--- src/rtl/llsc_pkg.sv ---
package llsc_pkg;

    typedef enum logic [1:0] {
        OP_LOAD  = 2'b00,
        OP_STORE = 2'b01,
        OP_LL    = 2'b10,
        OP_SC    = 2'b11
    } mem_op_e;

    function automatic logic op_reads(input mem_op_e op);
        return (op == OP_LOAD) || (op == OP_LL);
    endfunction

endpackage

--- src/rtl/llsc_link_reg.sv ---
module llsc_link_reg #(
    parameter int AW = 4
) (
    input  logic          clk,
    input  logic          rst,
    input  logic          ll_set,
    input  logic [AW-1:0] ll_addr,
    input  logic          sc_clear,
    input  logic          ctx_clear,
    input  logic          inv_vld,
    input  logic [AW-1:0] inv_addr,
    output logic          link_vld,
    output logic [AW-1:0] link_addr
);
    logic          vld_d;
    logic [AW-1:0] addr_d;
    logic          hit_held;
    logic          hit_new;

    always_comb begin
        hit_held = inv_vld && link_vld && (inv_addr == link_addr);
        hit_new  = inv_vld && (inv_addr == ll_addr);
        vld_d    = link_vld;
        addr_d   = link_addr;
        if (ctx_clear) begin
            vld_d = 1'b0;
        end else if (ll_set) begin
            vld_d  = !hit_new;
            addr_d = ll_addr;
        end else if (sc_clear || hit_held) begin
            vld_d = 1'b0;
        end
    end

    always_ff @(posedge clk) begin
        if (rst) begin
            link_vld  <= 1'b0;
            link_addr <= '0;
        end else begin
            link_vld  <= vld_d;
            link_addr <= addr_d;
        end
    end
endmodule

--- src/rtl/llsc_sc_judge.sv ---
module llsc_sc_judge #(
    parameter int AW = 4
) (
    input  logic          is_sc,
    input  logic [AW-1:0] sc_addr,
    input  logic          link_vld,
    input  logic [AW-1:0] link_addr,
    input  logic          ctx_clear,
    input  logic          inv_vld,
    input  logic [AW-1:0] inv_addr,
    output logic          sc_pass
);
    logic link_match;
    logic broken_now;

    always_comb begin
        link_match = link_vld && (link_addr == sc_addr);
        broken_now = ctx_clear || (inv_vld && (inv_addr == sc_addr));
        sc_pass    = is_sc && link_match && !broken_now;
    end
endmodule

--- src/rtl/llsc_word_store.sv ---
module llsc_word_store #(
    parameter int AW = 4,
    parameter int DW = 8
) (
    input  logic          clk,
    input  logic          rst,
    input  logic          we,
    input  logic [AW-1:0] addr,
    input  logic [DW-1:0] wdata,
    output logic [DW-1:0] rdata
);
    localparam int DEPTH = 1 << AW;

    logic [DW-1:0] words [DEPTH];

    for (genvar g = 0; g < DEPTH; g++) begin : g_word
        always_ff @(posedge clk) begin
            if (rst) begin
                words[g] <= '0;
            end else if (we && (addr == AW'(g))) begin
                words[g] <= wdata;
            end
        end
    end

    assign rdata = words[addr];
endmodule

--- src/rtl/llsc_monitor.sv ---
module llsc_monitor
    import llsc_pkg::*;
#(
    parameter int AW = 4,
    parameter int DW = 8
) (
    input  logic          clk,
    input  logic          rst,
    input  logic          req_valid,
    input  logic [1:0]    req_op,
    input  logic [AW-1:0] req_addr,
    input  logic [DW-1:0] req_wdata,
    input  logic          ctx_switch,
    input  logic          inv_valid,
    input  logic [AW-1:0] inv_addr,
    output logic          mem_we,
    output logic          rsp_valid,
    output logic [DW-1:0] rsp_data,
    output logic          sc_ok
);
    mem_op_e       op;
    logic          is_ll;
    logic          is_sc;
    logic          is_st;
    logic          sc_pass;
    logic          link_vld;
    logic [AW-1:0] link_addr;
    logic [DW-1:0] rd_word;
    logic [DW-1:0] rsp_d;

    assign op    = mem_op_e'(req_op);
    assign is_ll = req_valid && (op == OP_LL);
    assign is_sc = req_valid && (op == OP_SC);
    assign is_st = req_valid && (op == OP_STORE);

    llsc_link_reg #(.AW(AW)) u_link (
        .clk       (clk),
        .rst       (rst),
        .ll_set    (is_ll),
        .ll_addr   (req_addr),
        .sc_clear  (is_sc),
        .ctx_clear (ctx_switch),
        .inv_vld   (inv_valid),
        .inv_addr  (inv_addr),
        .link_vld  (link_vld),
        .link_addr (link_addr)
    );

    llsc_sc_judge #(.AW(AW)) u_judge (
        .is_sc     (is_sc),
        .sc_addr   (req_addr),
        .link_vld  (link_vld),
        .link_addr (link_addr),
        .ctx_clear (ctx_switch),
        .inv_vld   (inv_valid),
        .inv_addr  (inv_addr),
        .sc_pass   (sc_pass)
    );

    assign mem_we = is_st || sc_pass;

    llsc_word_store #(.AW(AW), .DW(DW)) u_store (
        .clk   (clk),
        .rst   (rst),
        .we    (mem_we),
        .addr  (req_addr),
        .wdata (req_wdata),
        .rdata (rd_word)
    );

    always_comb begin
        if (op_reads(op)) begin
            rsp_d = rd_word;
        end else begin
            rsp_d = DW'(sc_pass);
        end
    end

    always_ff @(posedge clk) begin
        if (rst) begin
            rsp_valid <= 1'b0;
            rsp_data  <= '0;
            sc_ok     <= 1'b0;
        end else begin
            rsp_valid <= req_valid;
            rsp_data  <= req_valid ? rsp_d : '0;
            sc_ok     <= sc_pass;
        end
    end
endmodule

--- config.mk ---
export PLATFORM = sky130hd
export DESIGN_NAME = llsc_monitor
export DESIGN_NICKNAME = d
export VERILOG_FILES = /design/src/rtl/llsc_pkg.sv /design/src/rtl/llsc_link_reg.sv /design/src/rtl/llsc_sc_judge.sv /design/src/rtl/llsc_word_store.sv /design/src/rtl/llsc_monitor.sv
export SDC_FILE = /design/constraint.sdc
export NUM_CORES = 1
export LEC_CHECK = 0
export ABC_AREA = 1
export CAP_MARGIN = 30
export CORE_MARGIN = 4
export CORE_UTILIZATION = 40
export CTS_BUF_LIST = sky130_fd_sc_hd__clkbuf_16
export CTS_CLUSTER_DIAMETER = 120
export DETAILED_ROUTE_END_ITERATION = 10
export DONT_BUFFER_PORTS = 1
export PLACE_DENSITY_LB_ADDON = 0.15
export SYNTH_ARGS = -nofsm -noshare
export SYNTH_HDL_FRONTEND = slang
export SYNTH_HIERARCHICAL = 1
export SYNTH_SLANG_ARGS = --single-unit
--- constraint.sdc ---
create_clock -name clk -period 2.9 [get_ports clk]
set_input_delay 0.435 -clock clk [delete_from_list [all_inputs] [get_ports clk]]
set_output_delay 0.435 -clock clk [all_outputs]
set_load 0.01 [all_outputs]
==> results.toml, run 1 <==
[routing]
via_per_inst = 4.96
wl_um = 18200
firstDrtPassIters = 5
final_antenna_net_count = 0
drt_iter0_markers = 485
drc_errors = 0
wire_per_inst_um = 16.8
num_vias = 5393

[power_and_ir_drop]
powerDensity_mw_per_mm2 = 638
ir_drop_mv = 0.430
p_total_w = 0.00499
p_leak_nw = 3.52

[cts]
clk_path_buf_depth = 2
cts_setup_buffers = 0
cts_tree = "yes"
cts_buffers = 17
cts-resized-gates = 0
cts_htree_levels = 4
clkLatencyLatePin_ns = 0.42
cts_root_buf = "clkbuf_16"
cts_hold_buffers = 0
cts.sinks = 143
cts.clk_slew.worst_paths_ns = 0.06

[timing]
fin_crit_ns = 2.48
max_slew.worst_pin.slew_ns = 0.912
fmax_ghz = 0.403
finalHoldViolCount = 0
slew_violations = 0
tns_ns = 0
rsz0062_at_grt = "no"
final-setup-viol-count = 0
hold_slack_ns = 0.0774
fin_crit_sh_pct = 85.5
relSlewSlack_pct = 39.1
fin_skew_ns = 0.00792

[critical_path]
startpoint_type = "flop"
cp.arrival_ns = 2.61
path_cells = "inv_1, nand2_1, nand2_1, nor2_1, nand3_1, nor2_1, inv_1, o21ai_2, inv_1, nor3_4, inv_1, o21ai_0, buf_4"
cp-end-kind = "flop"
reg2reg_slack_ns = 0.42
crit_path_frequent_cell = "inv_1"
max_stage_delay_ns = 0.36
critical_path_class = "flop to flop"
cp.buffers_inverters = 5
crit_required_ns = 3.03
path_max_fanout = 8
cpLargestDelayFamily = "simple AND/OR/NAND/NOR gates"
critPathSlowestCell = "dfxtp_1"

[worst_hold_path]
hp-class = "primary input to flop"

[yosys]
ys_seq_area_share_pct = 59.4
async_flop_share_pct = 0
syn_area_mm2 = 0.00697
synth_seq_cells = 143
syn_nets = 876
synth-edff-count = 128
syn_area_per_cell_um2 = 8.17
synth_top_area_share_pct = 55.1
ys_top_cells_by_area = "edfxtp_1 55%, nand2_1 21%, nor2_1 8.1%, dfxtp_1 4.3%, inv_1 3.6%"
yosysWarnings = 6
synth_top_cell_by_area = "edfxtp_1"
synth.distinct_cells = 24
ys.flop_type = "edfxtp_1"
syn-instance-count = 853

[grt]
track_usage_pct = 19.3
grt_pass1_wl_um = 29000
grt_start_max_net_pins = 74
grt_pass1_vias = 5306
antenna_found_initial = 0
grt_overflow = 0

[final_layout]
register_area_mm2 = 0.00414
final_nets = 872
area_delta_synth_final_pct = 12.1
mostFrequentLayoutCells = "399 x nand2_1, 151 x nor2_1, 128 x edfxtp_1"
antenna_cells = 0
layout-drive-gt1-share_pct = 5.45
layout_commonest_cell = "nand2_1"
fill_cells = 1750
multi_input_area_mm2 = 0.00241

[floorplan]
coreArea_mm2 = 0.0172
dieArea_mm2 = 0.0196
dieHeight_um = 140
start_util_pct = 40.6
num_rows = 48
die_x_um = 140
ioPinCount = 34

[outcome]
status = "completed"

[place]
dpl.hpwl_um = 12000
place.gp.congestion = 0.862
io_buffer_count = 0

[run]
maxCapViolCount = 0
[per-stage QoR]
| step | utilization (%) | setup WS (ns) | instances | area (um2) |
|---|---|---|---|---|
| 2_1_floorplan | - | 0.291 | 853 | 6970 |
| 3_3_place_gp | 41.9 | 0.297 | 1054 | 7200 |
| 3_5_place_dp | 42.0 | 0.258 | 1055 | 7220 |
| 4_1_cts | 45.5 | 0.403 | 1087 | 7820 |
| 5_1_grt | 45.5 | 0.195 | 1087 | 7820 |
| 6_report | 45.5 | 0.421 | 1087 | 7820 |
[cell families after synthesis]
group / share of synthesized area [%]
AO/OA/AOI/OAI: 1.61
XOR/XNOR: 0.377
buffers and inverters: 5.99
flip-flops: 59.4
AND/OR/NAND/NOR: 32.6
[final timing paths]
check	start	endpoint	cells after the start
min	rst	sc_ok	1
max	u_link/link_addr[1]	u_store/words[10][6]	13
min reg2reg	u_link/link_addr[1]	u_link/link_addr[1]	2
max reg2reg	u_link/link_addr[1]	u_store/words[10][6]	13
[flip-flops by register name (all words and copies together) (netlist names)]
register	count
rsp_valid	1
sc_ok	1
u_store/words	128
u_link/link_vld	1
rsp_data	8
u_link/link_addr	4
[power by group]
group	internal [W]	switching [W]	total [W]	leakage, nW
Sequential	0.00234	0.0000348	0.00238	1.34
Clock	0.00142	0.000813	0.00223	0.293
Combinational	0.000106	0.000278	0.000384	1.89
[cell usage after synthesis, types with 2 or more instances]
cell type,instances
nand2_1,399
clkbuf_1,21
edfxtp_1,128
o21ai_0,13
buf_4,3
nor3_4,3
or2_0,2
dfxtp_1,15
inv_1,66
nor2_1,151
nand3_1,23
buf_2,9
inv_2,2
xnor2_1,2
a21oi_1,5
buf_1,3
[worst register-to-register path, cell delays in order, from the launching register on]
cell and delay, ns:
dfxtp_1 0.36, inv_1 0.05, nand2_1 0.05, nand2_1 0.05
nor2_1 0.13, nand3_1 0.08, nor2_1 0.14, inv_1 0.08
o21ai_2 0.13, inv_1 0.21, nor3_4 0.29, inv_1 0.12
o21ai_0 0.26, buf_4 0.23
[layer usage]
metal  GRT usage, %  vias to the layer above  share of wire (%)
met5              0                        -                  0
met4           5.41                        0                1.3
met1           26.4                     2582                 45
met3           4.10                       21                5.7
met2           31.3                      145                 48
li1               -                     2645                  -
[area by class of cell]
type	instances	share of cell area, %
Sequential cell	143	53.0
Multi-Input combinational cell	605	30.8
Clock buffer	17	5.44
Tap cell	225	3.60
Inverter	68	3.26
Clock inverter	15	2.26
Timing Repair Buffer	14	1.60
Power figures use the tool's default switching activity.
==> run 2: changes to the inputs <==
--- a/config.mk
+++ b/config.mk
@@ -8,7 +8,7 @@
 export ABC_AREA = 1
 export CAP_MARGIN = 30
 export CORE_MARGIN = 4
-export CORE_UTILIZATION = 40
+export CORE_UTILIZATION = 55
 export CTS_BUF_LIST = sky130_fd_sc_hd__clkbuf_16
 export CTS_CLUSTER_DIAMETER = 120
 export DETAILED_ROUTE_END_ITERATION = 10
==> results.toml, run 2 (same netlist as run 1, synthesis figures left out) <==
[outcome]
status = "completed"

[timing]
fmax_ghz = 0.394
max_slew.worst_pin.slew_ns = 0.898
fin_skew_ns = 0.00831
finalHoldViolCount = 0
slew_violations = 0
relSlewSlack_pct = 40.1
fin_crit_sh_pct = 87.6
rsz0062_at_grt = "no"
tns_ns = 0
final-setup-viol-count = 0
fin_crit_ns = 2.54

[cts]
cts_htree_levels = 4
cts_tree = "yes"
cts_root_buf = "clkbuf_16"
clkLatencyLatePin_ns = 0.42
cts.clk_slew.worst_paths_ns = 0.06
cts_hold_buffers = 0
cts.sinks = 143
clk_path_buf_depth = 2
cts_buffers = 17
cts_setup_buffers = 0
cts-resized-gates = 0

[final_layout]
final_nets = 872
largest_register_ffs = 128
layout-drive-gt1-share_pct = 5.80
multi_input_area_mm2 = 0.00241
reg_top3 = "u_store/words (128), rsp_data (8), u_link/link_addr (4)"
fill_cells = 1079
area_delta_synth_final_pct = 11.0
regMostFlops = "u_store/words"
final_area_mm2 = 0.00774
register_area_mm2 = 0.00414
layout_commonest_cell = "nand2_1"
mostFrequentLayoutCells = "399 x nand2_1, 151 x nor2_1, 128 x edfxtp_1"
antenna_cells = 0
final_util_pct = 63.4

[routing]
wire_per_inst_um = 16.4
final_antenna_net_count = 0
num_vias = 5481
drc_errors = 0
drt_iter0_markers = 624
wl_um = 16900
firstDrtPassIters = 5
via_per_inst = 5.32

[grt]
grt_overflow = 0
grt_pass1_vias = 5200
track_usage_pct = 24.6
antenna_found_initial = 0
grt_start_max_net_pins = 74
grt_pass1_wl_um = 26900

[floorplan]
coreArea_mm2 = 0.0122
num_rows = 40
ioPinCount = 34
start_util_pct = 57.1
dieArea_mm2 = 0.0145
dieHeight_um = 121
die_x_um = 121

[critical_path]
critical_path_class = "flop to flop"
critPathSlowestCell = "dfxtp_1"
cp-end-kind = "flop"
cp.arrival_ns = 2.67
ff2ff_path_depth = 13
startpoint_type = "flop"
path_max_fanout = 8
crit_path_frequent_cell = "inv_1"
path_cells = "inv_1, nand2_1, nand2_1, nor2_1, nand3_1, nor2_1, inv_1, o21ai_2, inv_1, nor3_4, inv_1, o21ai_0, buf_4"
crit_required_ns = 3.03
max_stage_delay_ns = 0.39

[power_and_ir_drop]
powerDensity_mw_per_mm2 = 632
ir_drop_mv = 0.415
p_leak_nw = 3.52
p_total_w = 0.00489

[worst_hold_path]
hp-class = "primary input to flop"
hold_depth = 1

[run]
maxCapViolCount = 0

[place]
postPlaceCellArea_mm2 = 0.00713
place.gp.congestion = 0.876
dpl.hpwl_um = 10900
io_buffer_count = 0
## run 2: cell type report
cell class                      count  share of cell area (%)
Sequential cell                   143                    53.6
Multi-Input combinational cell    605                    31.2
Clock buffer                       17                    5.50
Inverter                           68                    3.30
Tap cell                          168                    2.72
Clock inverter                     15                    1.99
Timing Repair Buffer               14                    1.78
## run 2: path summary, 6_finish.rpt
check,from,endpoint,slack [ns]
max reg2reg,u_link/link_addr[0],u_store/words[10][1],0.36
min reg2reg,u_link/link_addr[3],u_link/link_addr[3],0.50
max,u_link/link_addr[0],u_store/words[10][1],0.36
min,rst,sc_ok,0.08
## run 2: metrics by stage
step | instances | setup slack (ns) | hold WS, ns
finish | 1030 | 0.359 | 0.0843
global route | 1030 | 0.178 | 0.0622
CTS | 1029 | 0.394 | 0.0693
detailed placement | 997 | 0.262 | 0.493
global placement | 997 | 0.377 | 0.492
floorplan | 853 | 0.291 | 0.469
## run 2: layer usage
metal / global-route usage (%) / vias up / wire length (um)
met5: 0 / - / 0
met4: 9.56 / 0 / 358
met2: 38.8 / 241 / 8030
met3: 5.05 / 34 / 1240
li1: - / 2645 / -
met1: 33.5 / 2561 / 7280
## run 2: power breakdown
part           switching [W]  total (W)  internal [W]  leakage (nW)
Combinational       0.000269   0.000377      0.000108          1.89
Sequential         0.0000359    0.00238       0.00234          1.34
Clock               0.000801    0.00213       0.00133         0.286
Total                0.00111    0.00489       0.00378          3.52
## run 2: worst max-delay path, delay by kind of cell (launching register included)
kind | cells | cell delay, ns
AND/OR/NAND/NOR | 6 | 0.76
buffers and inverters | 5 | 0.74
flip-flops | 1 | 0.39
AO/OA/AOI/OAI | 2 | 0.33
